--- src/rtl/tos_pkg.sv ---
package tos_pkg;

    typedef enum logic [2:0] {
        TS_SHIFT  = 3'b000,
        TS_ONE    = 3'b001,
        TS_REF16  = 3'b010,
        TS_FBK    = 3'b011,
        TS_MAIN   = 3'b100,
        TS_ZERO   = 3'b101,
        TS_BYPASS = 3'b110,
        TS_MAIN_Q = 3'b111
    } tsel_e;

    typedef enum logic [1:0] {
        SRC_PLL = 2'd0,
        SRC_GAP = 2'd1,
        SRC_SER = 2'd2
    } src_state_e;

    typedef struct packed {
        logic ref16;
        logic fbk_pulse;
        logic main_lvl;
        logic main_q;
    } div_taps_t;

    function automatic logic wants_serial(input tsel_e code);
        return code == TS_BYPASS;
    endfunction

endpackage

--- src/rtl/tos_src_switch.sv ---
module tos_src_switch
    import tos_pkg::*;
#(
    parameter int SETTLE = 2
) (
    input  logic clk,
    input  logic rst,
    input  logic want_ser,
    output logic en_pll,
    output logic en_ser
);
    localparam int GW = $clog2(SETTLE + 1);

    src_state_e    state;
    logic [GW-1:0] gap;

    always_ff @(posedge clk) begin
        if (rst) begin
            state <= SRC_PLL;
            gap   <= '0;
        end else begin
            case (state)
                SRC_PLL: if (want_ser) begin
                    state <= SRC_GAP;
                    gap   <= '0;
                end
                SRC_SER: if (!want_ser) begin
                    state <= SRC_GAP;
                    gap   <= '0;
                end
                SRC_GAP: begin
                    if (gap == GW'(SETTLE - 1))
                        state <= want_ser ? SRC_SER : SRC_PLL;
                    else
                        gap <= gap + 1'b1;
                end
                default: state <= SRC_PLL;
            endcase
        end
    end

    assign en_pll = (state == SRC_PLL);
    assign en_ser = (state == SRC_SER);

    // never two sources at once
    p_one_source_r9: assert property (@(posedge clk) disable iff (rst)
        $onehot0({en_pll, en_ser}));

    // serial source only after two dead cycles
    p_ser_gap_r9: assert property (@(posedge clk) disable iff (rst)
        $rose(en_ser) |-> (!$past(en_pll, 1) && !$past(en_pll, 2)));

    // oscillator source only after two dead cycles
    p_pll_gap_r9: assert property (@(posedge clk) disable iff (rst)
        $rose(en_pll) |-> (!$past(en_ser, 1) && !$past(en_ser, 2)));

endmodule

--- config.mk ---
export PLATFORM = sky130hd
export DESIGN_NAME = tos_src_switch
export DESIGN_NICKNAME = d
export VERILOG_FILES = /design/src/rtl/tos_pkg.sv /design/src/rtl/tos_src_switch.sv
export SDC_FILE = /design/constraint.sdc
export NUM_CORES = 1
export LEC_CHECK = 0
export BUFFER_PORTS_ARGS = -buffer_cell sky130_fd_sc_hd__buf_2
export CORE_AREA = 5 5 42 44
export DETAILED_ROUTE_END_ITERATION = 10
export DIE_AREA = 0 0 47 49
export PLACE_DENSITY = 0.31
export SETUP_SLACK_MARGIN = 0.15
export SYNTH_ARGS = -nofsm -noshare
export SYNTH_HDL_FRONTEND = slang
export SYNTH_SLANG_ARGS = --single-unit
--- constraint.sdc ---
create_clock -name clk -period 1.64 [get_ports clk]
set_clock_uncertainty 0.05 [all_clocks]
set_input_delay 0 -clock clk [delete_from_list [all_inputs] [get_ports clk]]
set_output_delay 0 -clock clk [all_outputs]
set_load 0.05 [all_outputs]
==> impl_metrics.yaml <==
global_route:
  grt_max_degree: 9
  grt_pass1_wl_um: 641
  grt-ovfl-total: 0
  antenna_found_initial: 0
  grt_pass1_vias: 166
  grt_usage_pct: 4.30
placed_design:
  pre_cts_ws_ps: 259
  gp_congestion: 0.660
  postPlaceCellArea_um2: 255
  numPortBuffers: 4
routing:
  vias: 176
  drt_iter0_drc: 6
  drtAntennaViolNets: 0
  wl_um: 407
  firstDrtPassIters: 4
  drc: 0
  vias_per_cell: 3.83
  route.detailed.wl_per_inst_um: 8.85
die:
  die_x_um: 47
  fp.coreArea_um2: 1400
  fp.dieH_um: 49
  num_rows: 14
  ioPinCount: 5
  dieArea_um2: 2300
  start_util_pct: 16.2
worst_setup_path:
  worstPathArrival_ps: 1440
  path_class: "reg -> reg"
  required_ps: 1720
  reg2regPathDepth: 5
  cp-startpoint: "gap[1]$_SDFFE_PP0P_"
  slowest_stage: "dfxtp_1"
  cp.depth: 5
  cp-end-kind: "flop"
  worstPathMaxFanout: 3
  r2r-end: "gap[1]$_SDFFE_PP0P_"
  cp_num_buf_inv: 1
  r2r_setup_slack_ps: 280
  cpPeakStageDelay_ps: 320
  r2r-start: "gap[1]$_SDFFE_PP0P_"
  critPathCapture: "gap[1]$_SDFFE_PP0P_"
  start_kind: "flop"
  crit_chain: "inv_1 -> ha_1 -> nor3b_4 -> nor2_1 -> a2111oi_2"
  path_delay_family: "flip-flops"
finish:
  finish.utilization_pct: 20.5
  multi_input_area_um2: 131
  area_growth_syn_to_layout_pct: 27.1
  fillCellCount: 163
  drive_above_1_share_pct: 33.3
  seq_area_um2: 80.1
  design_area_um2: 288
  diodes: 0
  layout.nets: 36
power_and_ir_drop:
  p_leak_uw: 0.000109
  powerDensity_nw_per_um2: 1030
  p_total_uw: 297
  vdd_ir_drop_max_mv: 0.383
yosys:
  synth_seq_cells: 4
  synth_cell_types: 16
  syn_avg_cell_area_um2: 9.85
  syn_inst: 23
  syn_nets: 27
  syn_area_um2: 226
  yosysWarnings: 0
  yosysSeqAreaShare_pct: 35.4
clocking:
  cts.sinks: 4
  cts_tree: "done"
  clk_latency_ps: 230
  clk_path_buf_depth: 2
  cts_buffers: 3
  cts_root_buf: "clkbuf_4"
  ctsHtreeMaxLevel: 1
  post_cts_buffers: 0
  clk_pin_slew_ps: 40
  ctsResizeCount: 0
sta:
  setup_viol: 0
  max_slew_margin_pct: 79.5
  fin_crit_ps: 1360
  finalCritPeriodShare_pct: 83.2
  finalHoldViolCount: 0
  rsz0062_at_grt: "no"
  tns_ps: 0
  slew_viol_final: 0
  fin_ws_ps: 275
  worstMarginPinSlew_ps: 308
  fmax_ghz: 0.733
run:
  cap_violations: 0
outcome:
  status: "finished, final reports clean"
hold_path:
  hold_path_class: "in -> reg"
## kinds of logic (layout without fill, tap and decap cells)
kind of cell / after synthesis / after routing / share of synthesized area, %
xor+xnor: 1 / 1 / 3.87
buf+inv: 2 / 9 / 6.63
flops: 4 / 4 / 35.4
fa+ha+maj: 1 / 1 / 5.52
compound gates: 5 / 5 / 17.1
simple gates: 10 / 10 / 31.5
## placed cells by master (no fill, tap or decap)
cell type      count
inv_1              1
nor3_1             1
nor2b_1            1
dfxtp_1            4
dlygate4sd3_1      1
ha_1               1
and3b_1            1
and2b_4            1
a21oi_1            2
nor3b_4            1
o21ai_0            1
xnor2_1            1
nor3b_1            1
a311oi_1           1
nor2_1             4
clkbuf_4           3
a2111oi_2          1
buf_2              4
## how the worst min path moves through the flow
stage	cells past startpoint	endpoint	startpoint
2_1_floorplan	1	gap[0]$_SDFFE_PP0P_	rst
3_3_place_gp	2	gap[1]$_SDFFE_PP0P_	rst
3_5_place_dp	2	gap[0]$_SDFFE_PP0P_	rst
4_1_cts	2	state[1]$_SDFFE_PP0P_	want_ser
5_1_grt	2	state[1]$_SDFFE_PP0P_	want_ser
6_report	2	state[1]$_SDFFE_PP0P_	want_ser
## report_power, final
part	switching, uW	internal, uW
Clock	38.4	81.7
Combinational	34.8	28.0
Sequential	7.96	106
Total	81.2	216
## through the flow
| stage | hold slack [ps] | cells |
|---|---|---|
| finish | 24.3 | 46 |
| global route | 28.7 | 46 |
| CTS | 14.6 | 46 |
| detailed placement | 179 | 42 |
| global placement | 187 | 42 |
| floorplan | 22.1 | 23 |
## state kept, by name, summed over array words and instances, names as in the netlist
signal / flops
gap: 2
state: 2
## cells in the mapped netlist, drive strengths merged
library cell / n / area share, %
a2111oi: 1 / 6.6
a21oi: 2 / 4.4
a311oi: 1 / 3.9
and2b: 1 / 4.4
and3b: 1 / 3.9
buf: 1 / 5.0
dfxtp: 4 / 35
ha: 1 / 5.5
inv: 1 / 1.7
nor2: 4 / 6.6
nor2b: 1 / 2.8
nor3: 1 / 2.2
nor3b: 2 / 12
o21ai: 1 / 2.2
xnor2: 1 / 3.9
## repair_timing
item / in CTS / in global routing
hold buffers: 1 / 0
setup endpoints to repair: 0 / 0
endpoints found under the hold margin: 3 / 0
## layer usage
metal	up-vias	track usage, %	share of wire, %
met1	77	4.19	43
met3	0	1.85	10
li1	95	-	-
met4	0	6.91	0
met5	-	0	0
met2	4	4.98	47
## area by class of cell
cell class	count	area share [%]
clock buffer	3	7.83
sequential	4	27.8
multi-input combinational	17	45.7
timing repair buffer	5	10.4
tap	16	6.96
inverter	1	1.30
Power figures use the tool's default switching activity.
